<file path="src/rtl/mode_pkg.sv">
package mode_pkg;
  typedef enum logic [1:0] {
    MD_INIT = 2'd0,
    MD_STOP = 2'd1,
    MD_RUN  = 2'd2,
    MD_SAFE = 2'd3
  } mode_t;

  function automatic logic [3:0] mode_onehot(mode_t m);
    return 4'b0001 << m;
  endfunction

  // next mode: a trip wins; the safe mode only opens towards initial
  function automatic mode_t mode_next(mode_t cur, mode_t req, logic trip);
    if (trip)                return MD_SAFE;
    else if (cur == MD_SAFE) return (req == MD_INIT) ? MD_INIT : MD_SAFE;
    else                     return req;
  endfunction
endpackage

</file>
<file path="src/rtl/mode_wdog.sv">
module mode_wdog #(
  parameter int TIMEOUT = 100_000
) (
  input  logic clk,
  input  logic rst,
  input  logic ka_in,
  input  logic mask,
  output logic ka_edge,
  output logic expired,
  output logic flag
);
  localparam int CW = $clog2(TIMEOUT + 1);
  localparam logic [CW-1:0] RELOAD = CW'(TIMEOUT);

  logic          ka_q;
  logic [CW-1:0] cnt;

  assign ka_edge = ka_in ^ ka_q;
  assign flag    = expired & ~mask;

  always_ff @(posedge clk) begin
    if (rst) begin
      ka_q    <= ka_in;
      cnt     <= RELOAD;
      expired <= 1'b0;
    end else begin
      ka_q <= ka_in;
      if (ka_edge) begin
        cnt     <= RELOAD;
        expired <= 1'b0;
      end else if (cnt == '0) begin
        expired <= 1'b1;
      end else begin
        cnt <= cnt - 1'b1;
      end
    end
  end
endmodule

</file>
<file path="src/rtl/mode_fsm.sv">
module mode_fsm
  import mode_pkg::*;
(
  input  logic  clk,
  input  logic  rst,
  input  mode_t req,
  input  logic  trip,
  output mode_t cur,
  output mode_t nxt
);
  assign nxt = mode_next(cur, req, trip);

  always_ff @(posedge clk) begin
    if (rst) cur <= MD_INIT;
    else     cur <= nxt;
  end
endmodule

</file>
<file path="src/rtl/mode_led.sv">
module mode_led
  import mode_pkg::*;
#(
  parameter int RUN_HALF  = 50_000_000,
  parameter int SAFE_HALF = 10_000_000
) (
  input  logic  clk,
  input  logic  rst,
  input  mode_t cur,
  input  mode_t nxt,
  output logic  led
);
  localparam int MAXH = (RUN_HALF > SAFE_HALF) ? RUN_HALF : SAFE_HALF;
  localparam int CW   = $clog2(MAXH + 1);

  logic [CW-1:0] cnt;
  logic          blink;
  logic [CW-1:0] last;

  assign last = (cur == MD_RUN) ? CW'(RUN_HALF - 1) : CW'(SAFE_HALF - 1);

  always_ff @(posedge clk) begin
    if (rst) begin
      cnt   <= '0;
      blink <= 1'b0;
    end else if (nxt != cur) begin
      cnt   <= '0;
      blink <= 1'b1;
    end else if (cnt >= last) begin
      cnt   <= '0;
      blink <= ~blink;
    end else begin
      cnt <= cnt + 1'b1;
    end
  end

  always_comb begin
    case (cur)
      MD_INIT: led = 1'b0;
      MD_STOP: led = 1'b1;
      default: led = blink;
    endcase
  end
endmodule

</file>
<file path="src/rtl/mode_lane.sv">
module mode_lane #(
  parameter int DATA_W = 16,
  parameter int IDX    = 0
) (
  input  logic              clk,
  input  logic              rst,
  input  logic [DATA_W-1:0] d,
  output logic [DATA_W-1:0] q
);
  always_ff @(posedge clk) begin
    if (rst) q <= '0;
    else     q <= d + DATA_W'(IDX);
  end
endmodule

</file>
<file path="src/rtl/mode_supervisor.sv">
module mode_supervisor
  import mode_pkg::*;
#(
  parameter int DATA_W    = 16,
  parameter int WDT_CYCLES = 100_000,
  parameter int RUN_HALF  = 50_000_000,
  parameter int SAFE_HALF = 10_000_000
) (
  input  logic              clk,
  input  logic              rst,
  input  logic [1:0]        req_mode,
  input  logic              keepalive,
  input  logic              wdt_mask,
  input  logic              alarm,
  input  logic [DATA_W-1:0] lane_in,
  output logic [1:0]        mode,
  output logic [3:0]        mode_en,
  output logic [DATA_W-1:0] lane_out,
  output logic              led,
  output logic              wdt_flag
);
  localparam int NMODES = 4;

  logic  ka_edge;
  logic  wdt_expired;
  logic  trip;
  mode_t cur, nxt;
  logic [DATA_W-1:0] lane_q [NMODES];

  mode_wdog #(.TIMEOUT(WDT_CYCLES)) u_wdog (
    .clk(clk), .rst(rst), .ka_in(keepalive), .mask(wdt_mask),
    .ka_edge(ka_edge), .expired(wdt_expired), .flag(wdt_flag)
  );

  assign trip = wdt_flag | alarm;

  mode_fsm u_fsm (
    .clk(clk), .rst(rst), .req(mode_t'(req_mode)), .trip(trip),
    .cur(cur), .nxt(nxt)
  );

  mode_led #(.RUN_HALF(RUN_HALF), .SAFE_HALF(SAFE_HALF)) u_led (
    .clk(clk), .rst(rst), .cur(cur), .nxt(nxt), .led(led)
  );

  for (genvar k = 0; k < NMODES; k++) begin : g_lane
    mode_lane #(.DATA_W(DATA_W), .IDX(k)) u_lane (
      .clk(clk), .rst(rst), .d(lane_in), .q(lane_q[k])
    );
  end

  assign mode     = cur;
  assign mode_en  = mode_onehot(cur);
  assign lane_out = lane_q[cur];
endmodule

</file>
<file path="config.mk">
export PLATFORM = sky130hd
export DESIGN_NAME = mode_supervisor
export DESIGN_NICKNAME = d
export VERILOG_FILES = /design/src/rtl/mode_pkg.sv /design/src/rtl/mode_wdog.sv /design/src/rtl/mode_fsm.sv /design/src/rtl/mode_led.sv /design/src/rtl/mode_lane.sv /design/src/rtl/mode_supervisor.sv
export SDC_FILE = /design/constraint.sdc
export NUM_CORES = 1
export LEC_CHECK = 0
export ABC_CLOCK_PERIOD_IN_PS = 6400
export BUFFER_PORTS_ARGS = -buffer_cell sky130_fd_sc_hd__buf_4
export CORE_MARGIN = 2
export CORE_UTILIZATION = 40
export DETAILED_ROUTE_END_ITERATION = 10
export PLACE_DENSITY_LB_ADDON = 0.15
export SYNTH_ARGS = -nofsm -noshare
export SYNTH_HDL_FRONTEND = slang
export SYNTH_SLANG_ARGS = --single-unit
</file>
<file path="constraint.sdc">
create_clock -name clk -period 6.4 [get_ports clk]
set_input_delay 0.96 -clock clk [delete_from_list [all_inputs] [get_ports clk]]
set_output_delay 0.96 -clock clk [all_outputs]
set_load 0.02 [all_outputs]
</file>
---- Word-level counts from Yosys, hierarchy flattened ----
Cells that the tools add are included.
word-level totals
  register bits after elaboration ......... 112
  output and inout port bits .............. 24
cells by class
  add/subtract/negate cells ............... 5
  magnitude comparators ................... 2
  equality and inequality tests ........... 4
  shift operators ......................... 1
  mux-type cells .......................... 10
  bitwise logic cells ..................... 6
  reduce and logical (&&, ||, !) cells .... 6
operators by type and width
  cell                     count
  $add A16 B2 Y16 const B  2
  $bmux W16 S2             1
  $mux W16                 2
  $add A26 B1 Y26 const B  1
  $ge A26 B26 Y1           1
  $mux W26                 1
  $logic_not A17 Y1        1
  $sub A17 B1 Y17 const B  1
  $add A16 B1 Y16 const B  1
  $mux W2                  3
  $eq A2 B2 Y1 const B     2
  $logic_not A2 Y1         2
  $shl A1 B2 Y4 const A    1
  $ge A3 B3 Y1 const B     1
  $not A2 Y3               1
  $reduce_or A3 Y1         1
  $eq A2 B1 Y1 const B     1
  $mux W1                  2
  $ne A2 B2 Y1             1
  $not A1 Y1               2
  $pmux W1 S2              1
  $reduce_bool A2 Y1       1
  $reduce_or A2 Y1         1
  $and A1 B1 Y1            1
  other kinds (2)          2

---- Longest topological paths before layout ----
  word-level depth ........................ 6
  mapped depth ............................ 10
  depth with buffers taken out ............ 8

---- Hierarchy ----
A second synthesis with hierarchy kept.
second synthesis, totals
  cells, all modules ...................... 568
  area, all modules ....................... 5477.8 sq um
modules (own cells, without submodules)
  module                         times used  cells each  area an instance (sq um)
  mode_led                       1           159         1391.3
  mode_wdog                      1           111         964.7
  mode_lane at g_lane[1].u_lane  1           81          764.5
  mode_lane at g_lane[3].u_lane  1           80          729.4
  mode_lane at g_lane[2].u_lane  1           73          669.4
  mode_lane at g_lane[0].u_lane  1           33          464.2
  mode_supervisor                1           25          421.7
  mode_fsm                       1           6           72.6

---- Worst setup path after synthesis ----
OpenSTA, ideal clock, no wires.
  kind .................................... register to output
  from .................................... register u_fsm.cur[0]
  to ...................................... output lane_out[10]
  arrival time ............................ 1.924 ns
  required time ........................... 5.440 ns
  path slack .............................. 3.516 ns
  stages on the path, launching flop included .. 4
  buffers on the path ..................... 2
  path through ............................ dfxtp_1 buf_2 buf_1 mux4_2
on the way
  cells in the longest elaborated chain, start to end .. 4
ends and longest elaborated chain
  what                                          RTL line               RTL
  start, declared                               mode_fsm.sv:8          output mode_t cur,
  start signal, assigned                        mode_fsm.sv:15         else cur <= nxt;
  $not A2 Y3 (implied by the code)              mode_supervisor.sv:54  assign lane_out = lane_q[cur];
  $bmux W16 S2                                  mode_supervisor.sv:54
  $mux W16 (implied by the code) (2 in series)  mode_supervisor.sv:54
  end, declared                                 mode_supervisor.sv:18  output logic [DATA_W-1:0] lane_out,
Every way passes these cells. The select of a mux whose other input is x is not followed.

---- Worst setup path in the final report ----
  from .................................... register u_fsm.cur[0]
  to ...................................... register u_led.cnt[3]
on the way
  cells in the longest elaborated chain, start to end .. 5
  elaborated cells between the ends (all ways) .. 8
  those cells by class .................... order compare: 1; eq/ne: 3; mux: 3; reduce/logical: 1
ends and longest elaborated chain
  what                                                    RTL line        RTL
  branches (longest 4 deep; another with $ge A26 B26 Y1)  -
  $reduce_or A3 Y1 (no line) *                            -
  end signal, assigned                                    mode_led.sv:33  cnt <= cnt + 1'b1;
  end, declared                                           mode_led.sv:16  logic [CW-1:0] cnt;
Mark *: on every way between the ends.
A chain may end at the register's enable or synchronous reset.

==> results.cfg <==
[worst_setup_path]
setup.reg_to_reg.worst_slack_ns = 3.44
cp-start-kind = register
worst_r2r_path_depth = 8
crit_required_ns = 6.68
critPathKind = reg2reg
r2r-start = u_fsm.cur[0]
critPathMaxFanout = 26
r2r_end = u_led.cnt[3]
critical_path_at_ns = 3.23
worst_setup_path_end_kind = register

[placement]
placement.io_buffers = 46
dpl_cell_area_um2 = 5520
pre_cts_setup_slack_ns = 3.45
detailedPlacementHpwl_mm = 7.19
finalWeightedCongestion = 0.774

[cts]
post_cts_clock_slew_at_the_launch_and_capture_registers_of_the_worst_setup_and_hold_paths_ns = 0.07
setup_fix_buffers_added_after_clock_tree_synthesis = 0
clk_path_buf_depth = 2
tritoncts = done
cts-htree-levels = 3
holdBufCountCts = 0
cts_root_buffer = clkbuf_16
worst_skew_pair.late_latency_ns = 0.35
clock-sinks = 110
post_cts_resized = 0
tritoncts.num_buffers = 9

[sta]
worstMarginPinSlew_ns = 0.928
period_minus_slack_ns = 2.96
finalHoldViolCount = 0
timing.slew.headroom = 0.376
final.period_utilization = 0.462
post-route-worst-setup-slack_ns = 3.44
grt_setup_unrepaired = no
drv_slew = 0
totalNegativeSetupSlack_ns = 0
worst_clock_skew_ns = 0.00487
finalSetupViolCount = 0
max_clock_freq_mhz = 338

[floorplanning]
pin_count = 47
design.die.area_um2 = 13700
placeable_core_region_um2 = 12500
die_h_um = 117
die_width_um = 117
starting_density_of_the_core = 0.407
placement_rows = 41

[synthesis]
post_synthesis_instance_area_um2 = 5100
dominantRegCellSynth = dfxtp_1
synth.largest_area_cell = dfxtp_1
synth.area.top_cells = dfxtp_1, mux4_2, xor2_1
synth-async-reset-ratio = 0
syn_inst = 538
postSynthRegisterBits = 110
ys_top_cells_by_count = dfxtp_1, nor2_1, xor2_1, nand2_1, xnor2_1
mappedNetlistNets = 570
yosysMostFrequentCell = dfxtp_1
synth_enable_flop_cells = 0
synth_top_cell_area_share = 0.432
synthesis.area_per_instance_um2 = 9.47
synth-seq-area-share = 0.432
ys.warnings.count = 0
ys_types = 48

[power_and_ir_drop]
ir_drop_mv = 0.111
cellPowerDensity_nw_per_um2 = 245
leakagePower_nw = 2.07
fin_total_pwr_w = 0.00142

[cells_and_area]
layout.core_utilization = 0.462
final_nets = 599
multi_input_area_um2 = 2680
post_route_cells_drive_above_1_share = 0.189
ff_latch_area_um2 = 2200
diodes = 0
areaGrowthSynthToFinish_pct = 13.5
filler_cell_count = 1238
design_area_um2 = 5790

[drt]
drt_iter0_drc = 144
wirelength_mm = 10.2
remaining_drc_errors = 0
drtPass1Iterations = 4
via_cell_ratio = 4.91
avgRoutedWirePerCell_um = 13.7
detailroute.via_count = 3653
antenna_violating_nets_post_route = 0

[hold_path]
hp-start = u_wdog.expired
hold_path_class = reg2reg
hold_path_end = u_wdog.expired
hold_path_depth = 2

[run_status]
result_of_the_run = finished, final reports clean

[flow_run]
maxCapViolations = 0

[global_routing]
globalRouteOverflowTotal = 0
first_pass_grt_wire_length_mm = 17.4
groute.usage.overall = 0.163
antenna_found_initial = 0
maximum_number_of_pins_on_one_net_before_global_route_repair = 69
grt_pass1_vias = 3605
==> metal layers <==
layer / GRT usage / vias to the layer above / share of wire
met3: 0.0335 / 14 / 0.035
li1: - / 1888 / -
met4: 0.0659 / 0 / 0.018
met5: 0 / - / 0
met2: 0.256 / 44 / 0.46
met1: 0.221 / 1707 / 0.49
==> cells by family (layout without fill, tap and decap cells) <==
kind of cell	Yosys count	after routing	synth area share
simple gates	242	242	0.263
flops	110	110	0.432
compound gates	51	51	0.0592
mux	17	17	0.0707
buf+inv	44	78	0.0412
fa+ha+maj	9	9	0.0221
xor+xnor	65	65	0.112
==> how the worst max path moves through the flow <==
| stage | depth (start not counted) | slack [ns] | from | endpoint |
|---|---|---|---|---|
| floorplan | 3 | 3.52 | u_fsm.cur[0] | lane_out[10] |
| global placement | 8 | 3.56 | u_fsm.cur[0] | u_led.cnt[3] |
| detailed placement | 8 | 3.45 | u_fsm.cur[0] | u_led.cnt[3] |
| CTS | 8 | 3.42 | u_fsm.cur[0] | u_led.cnt[3] |
| global route | 8 | 3.19 | u_fsm.cur[0] | u_led.cnt[3] |
| finish | 8 | 3.44 | u_fsm.cur[0] | u_led.cnt[3] |
==> metrics by stage <==
step / instances / hold slack [ns]
2_1_floorplan: 538 / 0.432
3_3_place_gp: 728 / 0.450
3_5_place_dp: 728 / 0.466
4_1_cts: 744 / 0.482
5_1_grt: 744 / 0.521
6_report: 744 / 0.477
==> sequential cells by signal, indices dropped and copies added, names as in the netlist <==
name / flops
u_led.cnt: 26
u_led.blink: 1
u_wdog.ka_q: 1
u_wdog.expired: 1
u_wdog.cnt: 17
u_fsm.cur: 2
g_lane.u_lane.q: 62
==> layout by cell type, fill, tap and decap left out, drive strengths merged, types with 3 or more instances in the layout <==
master  count
nor4        9
nor2       92
buf        49
xnor2      30
nand4      10
o21ai      18
nand2      32
inv        13
mux4       15
ha          9
dfxtp     110
or4         6
xor2       35
clkinv      5
nor3       11
nand3      20
and3        8
nor2b      20
or3        16
and4        3
a21oi      21
clkbuf     11
nand2b      7
a211oi      4
==> power by group <==
group          internal (W)  total [W]  switching (W)
registers          0.000714   0.000725      0.0000112
clock network      0.000272   0.000515       0.000243
logic             0.0000786   0.000178      0.0000995
==> critical path, cell delays in order (launching register included) <==
cell,delay [ns]
dfxtp_1,0.31
nand2b_1,0.33
ha_1,0.40
a41oi_1,0.21
o31ai_1,0.10
a221o_1,0.39
or4b_2,0.63
buf_4,0.32
nor2_1,0.18
==> cell type report <==
| type | instances | share of cell area |
|---|---|---|
| tap | 172 | 0.0372 |
| inverter | 13 | 0.00843 |
| timing repair buffer | 49 | 0.0636 |
| clock inverter | 5 | 0.00433 |
| clock buffer | 11 | 0.0420 |
| sequential | 110 | 0.381 |
| multi-input combinational | 384 | 0.464 |
(Power assumes the default switching activity.)
